## src/rtl/hostmbx_pkg.sv

```systemverilog
package hostmbx_pkg;
    localparam int FIELD_W = 8;
    localparam logic [FIELD_W-1:0] CHAR_DEV = 8'd1;
    localparam logic [FIELD_W-1:0] PUT_CMD  = 8'd1;
    localparam logic [FIELD_W-1:0] DROP_CMD = 8'd0;

    typedef enum logic [1:0] {
        K_HALT = 2'd0,
        K_PUT  = 2'd1,
        K_DROP = 2'd2,
        K_BAD  = 2'd3
    } cmd_kind_e;
endpackage

```

## src/rtl/hostmbx_decode.sv

```systemverilog
module hostmbx_decode #(
    parameter int REG_W = 64
) (
    input  logic [REG_W-1:0]       word,
    output hostmbx_pkg::cmd_kind_e kind
);
    import hostmbx_pkg::*;
    localparam int DEV_HI = REG_W - 1;
    localparam int CMD_HI = REG_W - 1 - FIELD_W;

    logic [FIELD_W-1:0] dev_f;
    logic [FIELD_W-1:0] cmd_f;

    assign dev_f = word[DEV_HI -: FIELD_W];
    assign cmd_f = word[CMD_HI -: FIELD_W];

    always_comb begin
        if (word == REG_W'(1))
            kind = K_HALT;
        else if (dev_f == CHAR_DEV && cmd_f == PUT_CMD)
            kind = K_PUT;
        else if (dev_f == CHAR_DEV && cmd_f == DROP_CMD)
            kind = K_DROP;
        else
            kind = K_BAD;
    end
endmodule

```

## src/rtl/hostmbx_rdmux.sv

```systemverilog
module hostmbx_rdmux #(
    parameter int BUS_W  = 32,
    parameter int ADDR_W = 5
) (
    input  logic [ADDR_W-1:0]  addr,
    input  logic [2*BUS_W-1:0] outbox,
    input  logic [2*BUS_W-1:0] inbox,
    output logic [BUS_W-1:0]   rdata
);
    always_comb begin
        case (addr)
            ADDR_W'(0):  rdata = outbox[BUS_W-1:0];
            ADDR_W'(4):  rdata = outbox[2*BUS_W-1:BUS_W];
            ADDR_W'(8):  rdata = inbox[BUS_W-1:0];
            ADDR_W'(12): rdata = inbox[2*BUS_W-1:BUS_W];
            default:     rdata = '0;
        endcase
    end
endmodule

```

## src/rtl/hostmbx_top.sv

```systemverilog
module hostmbx_top #(
    parameter int BUS_W  = 32,
    parameter int ADDR_W = 5
) (
    input  logic              clk,
    input  logic              rst_n,
    input  logic              bus_valid,
    input  logic              bus_write,
    input  logic [ADDR_W-1:0] bus_addr,
    input  logic [BUS_W-1:0]  bus_wdata,
    output logic [BUS_W-1:0]  bus_rdata,
    output logic              bus_ready,
    output logic              chr_valid,
    input  logic              chr_ready,
    output logic [7:0]        chr_data,
    output logic              halt,
    output logic              bad_cmd
);
    import hostmbx_pkg::*;
    localparam int REG_W = 2 * BUS_W;
    localparam logic [REG_W-1:0] ACK_WORD = {CHAR_DEV, PUT_CMD, {(REG_W-2*FIELD_W){1'b0}}};

    typedef struct packed {
        logic [REG_W-1:0] outbox;
        logic [REG_W-1:0] inbox;
        logic             pend;
        logic             halt;
        logic             bad;
    } state_t;

    state_t           st_d, st_q;
    logic [REG_W-1:0] cand_d;
    cmd_kind_e        kind_d;
    logic             wr_ok_d;

    assign cand_d = {bus_wdata, st_q.outbox[BUS_W-1:0]};

    hostmbx_decode #(.REG_W(REG_W)) i_decode (
        .word (cand_d),
        .kind (kind_d)
    );

    hostmbx_rdmux #(.BUS_W(BUS_W), .ADDR_W(ADDR_W)) i_rdmux (
        .addr   (bus_addr),
        .outbox (st_q.outbox),
        .inbox  (st_q.inbox),
        .rdata  (bus_rdata)
    );

    always_comb begin
        st_d    = st_q;
        wr_ok_d = bus_valid && bus_write && !st_q.pend;
        if (st_q.pend && chr_ready) begin
            st_d.outbox = '0;
            st_d.inbox  = ACK_WORD;
            st_d.pend   = 1'b0;
        end else if (wr_ok_d) begin
            case (bus_addr)
                ADDR_W'(0):  st_d.outbox[BUS_W-1:0] = bus_wdata;
                ADDR_W'(8):  st_d.inbox[BUS_W-1:0] = bus_wdata;
                ADDR_W'(12): st_d.inbox[REG_W-1:BUS_W] = bus_wdata;
                ADDR_W'(4): begin
                    st_d.outbox = cand_d;
                    case (kind_d)
                        K_HALT:  st_d.halt   = 1'b1;
                        K_PUT:   st_d.pend   = 1'b1;
                        K_DROP:  st_d.outbox = '0;
                        default: st_d.bad    = 1'b1;
                    endcase
                end
                default: ;
            endcase
        end
    end

    always_ff @(posedge clk or negedge rst_n) begin
        if (!rst_n)
            st_q <= '0;
        else
            st_q <= st_d;
    end

    assign bus_ready = !st_q.pend;
    assign chr_valid = st_q.pend;
    assign chr_data  = st_q.outbox[7:0];
    assign halt      = st_q.halt;
    assign bad_cmd   = st_q.bad;
endmodule

```

## config.mk

```make
export PLATFORM = sky130hd
export DESIGN_NAME = hostmbx_top
export DESIGN_NICKNAME = d
export VERILOG_FILES = /design/src/rtl/hostmbx_pkg.sv /design/src/rtl/hostmbx_decode.sv /design/src/rtl/hostmbx_rdmux.sv /design/src/rtl/hostmbx_top.sv
export SDC_FILE = /design/constraint.sdc
export NUM_CORES = 1
export LEC_CHECK = 0
export BUFFER_PORTS_ARGS = -buffer_cell sky130_fd_sc_hd__buf_2
export CORE_AREA = 2 2 102 104
export CTS_CLUSTER_SIZE = 20
export DETAILED_ROUTE_END_ITERATION = 8
export DIE_AREA = 0 0 104 106
export GPL_ROUTABILITY_DRIVEN = 1
export HOLD_SLACK_MARGIN = 0.05
export PLACE_DENSITY = 0.93
export RECOVER_POWER = 25
export SLEW_MARGIN = 20
export SYNTH_ARGS = -nofsm -noshare
export SYNTH_HDL_FRONTEND = slang
export SYNTH_SLANG_ARGS = --single-unit
export TNS_END_PERCENT = 5
```

## constraint.sdc

```tcl
create_clock -name clk -period 4.3 [get_ports clk]
set_input_delay 0.645 -clock clk [delete_from_list [all_inputs] [get_ports clk]]
set_output_delay 0.645 -clock clk [all_outputs]
set_load 0.05 [all_outputs]
```

== Word-level counts from Yosys, hierarchy flattened ==
Cells that the tools add are included.
Word-level totals
  memories kept: 0
  flip-flop bits (word level): 131
  bits in writable memories: 0
  ROM bits: 0
  latch bits: 0
  output and inout bits: 44
Cells by class
  order comparisons: 0
  multiply operators: 0
  add/sub/neg operators: 0
  multiplexer cells: 15
  equal/unequal tests: 9
  div/mod/pow operators: 0
  shift operators: 0
  bitwise operators: 2
  reductions and logical operators: 23
Operators by type and width (count)
  $mux 131: 1
  $mux 129: 1
  $pmux 32 s4: 1
  $mux 32: 3
  $eq 64x1->1 const B: 1
  $mux 64: 1
  $pmux 32 s2: 1
  $eq 8x1->1 const B: 2
  $eq 5x4->1 const B: 2
  $reduce_bool 2->1: 5
  $logic_not 8->1: 1
  $reduce_and 4->1: 2
  $reduce_and 2->1: 3
  $reduce_and 3->1: 2
  $eq 5x3->1 const B: 1
  $logic_and 1x1->1: 5
  $logic_not 5->1: 1
  $mux 1: 4
  $mux 2: 2
  $mux 3: 1
  $ne 3x3->1 const B: 1
  $reduce_bool 3->1: 1
  $reduce_or 3->1: 1
  $eq 2x1->1 const B: 1
  4 further kinds: 5

== Logic depth before layout (Yosys ltp) ==
  depth after elaboration: 11
  gate-level depth with buffers: 7
  depth with buffers taken out: 5

== Modules after synthesis ==
From an unflattened synthesis, not the netlist that was laid out.
Unflattened totals
  cells, all modules: 602
  area, all modules: 6378.6 um^2
By module, submodules not included
  hostmbx_top: cells each 461, seq. area each 3278.1 um^2, instances 1, area each 5223.8 um^2
  hostmbx_rdmux: cells each 113, seq. area each 0.0 um^2, instances 1, area each 968.4 um^2
  hostmbx_decode: cells each 28, seq. area each 0.0 um^2, instances 1, area each 186.4 um^2

== Least setup slack after synthesis ==
OpenSTA, ideal clock, no wires.
  kind: input to output
  start: input port bus_addr[2]
  end: output port bus_rdata[0]
  data required time: 3655 ps
  stages: 4
  path slack: 1007 ps
  path buffers: 2
  data arrival time: 2648 ps
  cells stage by stage: clkbuf_1 -> buf_1 -> mux2i_1 -> o21ai_0
On the way
  longest elaborated chain between the ends: 2
  elaborated cells on any way between the ends: 5
  classes of those cells: eq/ne (3); mux (1); reduce/logical (1)
Ends and longest elaborated chain
  start, declared: RTL line hostmbx_top.sv:9  | input logic [ADDR_W-1:0] bus_addr,
  $eq 5x4->1 (tied with other cells): RTL line hostmbx_rdmux.sv:11  | case (addr)
  $pmux 32 s4 (*): RTL line hostmbx_rdmux.sv:11
  end, declared: RTL line hostmbx_top.sv:11  | output logic [BUS_W-1:0] bus_rdata,
Every way passes the cells marked *; elsewhere a longest branch is shown, timed or not.

== Final worst setup path ==
  start: input port bus_addr[4]
  end: output port bus_rdata[2]
Same word-level chain as after synthesis.

==> metrics.md <==
| Metric | Value |
|---|---|
| Global-route wire length before repair | roughly 28000 um |
| Synth area leader | dfrtp_1 |
| Worst-path maximum fanout | 14 |
| R2R setup slack | between 1.5 and 2 ns |
| Core area | 0.0100 sq mm |
| Worst EP arrival | 2.71 ns |
| Max-slew headroom | -0.418 |
| Count leader, synth | dfrtp_1 |
| Final setup skew | ~0.006 ns |
| Clk buf depth | 2 |
| IO Count | 86 |
| Number of global-route vias before repair | 5294 |
| Area after DPL | roughly 0.0064 sq mm |
| Die area | 0.0110 sq mm |
| IO Port Bufs | 85 |
| Setup-failing EPs final | 0 |
| Via/cell ratio | between 6 and 7 |
| Commonest cells in the synthesized netlist | 131 x dfrtp_1, 100 x nand2_1, 97 x o21ai_0, 43 x a32o_1, 34 x clkbuf_1 |
| Post-DP HPWL | 10600 um |
| Post-synth EDFFs | 0 |
| Crit end category | output port |
| Drt first pass iters | 5 |
| Multi-input combinational cell area | about 0.0024 sq mm |
| Register area | 0.00328 sq mm |
| CTS root buf | clkbuf_8 |
| Share of layout cells above drive strength 1 | 0.224 |
| Post-synthesis register bit count | roughly 130 |
| Static Leak | ~3.2 nW |
| CTS Buf Count | 17 |
| Iter 0 DRT Violations | about 800 |
| Die outline height | ~110 um |
| Maximum VDD drop | 0.271 mV |
| # hold bufs at CTS | 0 |
| Status | complete, but fails checks |
| Final Core Density | 0.700 |
| Clk sink count | approximately 130 |
| Fin area | 0.00700 sq mm |
| Yosys warns | 0 |
| Layout net count | approximately 670 |
| Post-synthesis sequential area ratio | 0.554 |
| Length in cells of the worst reg-to-reg path | 6 |
| Effective utilization at floorplan | 0.592 |
| Post-synth ARST share | 1.00 |
| Post-synth net total | around 610 |
| Initial antenna violation count | 0 |
| Hold Crit Class | primary input to register |
| Filler cell count | approximately 710 |
| RSZ-0062 raised after global routing | no |
| Hold endpoint | chr_valid$_DFFE_PN0P_ |
| Total number of vias | 5292 |
| Min-Delay Path Depth | 2 |
| Reg clk slew, reported paths | 0.06 ns |
| GPL Wtd Cong | a little over 0.8 |
| Post-CTS Resized | 0 |
| Min Clock Period, post-route | 3.35 ns |
| Global-route usage over all layers | 0.330 |
| Failing checks | capacitance limit, slew limit |
| # rows | 37 |
| WL per Instance | 22.4 um |
| Syn avg cell area | about 10 sq um |
| P per Cell Area | ~460 mW/mm^2 |
| Crit Path Class | primary input to output port |
| Pin count of the biggest net entering global routing | between 80 and 90 |
| Post-synth top area share | 0.554 |
| Chip width | around 100 um |
| Top cells by area, synth | dfrtp_1 55%, o21ai_0 8.2%, a32o_1 7.3% |
| Max Cap Viol | 1 |
| Worst Hold Launch | chr_ready |
| Clk Latency, worst-skew pair | between 0.5 and 0.6 ns |
| Final setup margin | 0.945 ns |
| Total congestion overflow | 0 |
| Final period utilization | 0.780 |
| Final Hold Vio Count | 0 |
| Startpoint types | primary input |
| Worst Tran Pin Value | between 2 and 2.5 ns |
| Unique cell type count in the Yosys netlist | 32 |
| Post-DRT Antenna Nets | 0 |
| Reg2reg start | chr_valid$_DFFE_PN0P_ |
| Mapped Area | 0.00592 sq mm |
| Placement Setup Slack | about 1.0 ns |
| Total wire length | 17300 um |
| Reg2reg end | st_q[121]$_DFFE_PN0P_ |
| WP data required | approximately 3.7 ns |
| Slew Limit Fails | 88 |
| Post-CTS setup buffers | 0 |
| DRC | 0 |
| F_max | around 300 MHz |
| Sum Neg Setup Slack | 0 ns |
| TritonCTS clock tree | yes |
| Htree depth | 4 |
| Syn-to-layout area delta | 18.4% |
| Mapped Cells | 565 |
| Main flop type after synthesis | dfrtp_1 |
how the worst max path moves through the flow:
stage                      startpoint            end  slack, ns
after floorplan           bus_addr[2]   bus_rdata[0]       1.01
after global placement    bus_addr[4]  bus_rdata[12]       1.04
after detailed placement  bus_addr[4]   bus_rdata[2]       1.01
after CTS                 bus_addr[4]   bus_rdata[2]       0.98
after global routing      bus_addr[4]   bus_rdata[2]       0.84
final                     bus_addr[4]   bus_rdata[2]       0.95
per-stage QoR:
| stage | hold WS, ns | instances | power (mW) |
|---|---|---|---|
| floorplan | 0.349 | 565 | 1.58 |
| global placement | 0.461 | 742 | 1.68 |
| detailed placement | 0.471 | 742 | 1.71 |
| CTS | 0.334 | 774 | 3.22 |
| global route | 0.353 | 774 | 3.33 |
| finish | 0.362 | 775 | 3.23 |
cell usage in the layout, fill, tap and decap left out, types with 2 or more instances in the layout:
cell / n
nor2_1: 4
inv_6: 4
nor3_1: 2
nand2_1: 100
nand3_1: 2
and2_1: 2
a21oi_1: 5
nor2b_2: 2
nor4_1: 12
dfrtp_1: 131
mux2i_1: 32
nor4b_1: 2
clkinvlp_4: 3
a22oi_1: 32
o21ai_0: 97
nand4_1: 2
a32o_1: 43
a21oi_2: 2
bufinv_16: 4
buf_4: 15
clkbuf_8: 2
or4_1: 4
a21oi_4: 2
a22o_1: 20
buf_2: 84
clkbuf_16: 16
clkinv_4: 2
cell families after synthesis:
| kind of cell | after synthesis | synth area share |
|---|---|---|
| AOI/OAI and AO/OA | 206 | 0.240 |
| and+or+nand+nor | 136 | 0.103 |
| DFF | 131 | 0.554 |
| buffers and inverters | 60 | 0.0491 |
| muxes | 32 | 0.0541 |
power by group:
part	switching, mW	leakage [nW]	internal (mW)	total, mW
clock	0.567	0.299	0.965	1.53
sequential	0.0691	1.78	1.33	1.40
combinational	0.190	1.15	0.110	0.300
registers in the layout, summed over array words and instances, names as in the netlist:
register and cells:
bad_cmd 1, cand_d 24, chr_data 8, chr_valid 1, halt 1, st_q 96
worst max-delay path: stages:
cell	delay, ns
buf_2	0.11
nor4b_1	0.32
nor2b_2	0.77
buf_4	0.31
a22oi_1	0.11
o21ai_0	0.13
buf_2	0.30
layer usage:
metal / up-vias / share of wire / global-route usage / routed length (um)
met3: 99 / 0.099 / 0.0871 / 1710
met1: 2575 / 0.36 / 0.411 / 6220
met2: 406 / 0.49 / 0.525 / 8440
met5: - / 0 / 0 / 0
met4: 0 / 0.056 / 0.187 / 967
li1: 2212 / - / - / -
layout make-up:
cell class                 count  share of cell area
antenna                        1            0.000357
clock buffer                  18              0.0611
clock inverter                14              0.0286
inverter                       1            0.000536
multi-input combinational    374               0.340
sequential                   131               0.468
tap                          136              0.0243
timing repair buffer         100              0.0768
No activity file was read; power rests on OpenSTA's default activity.
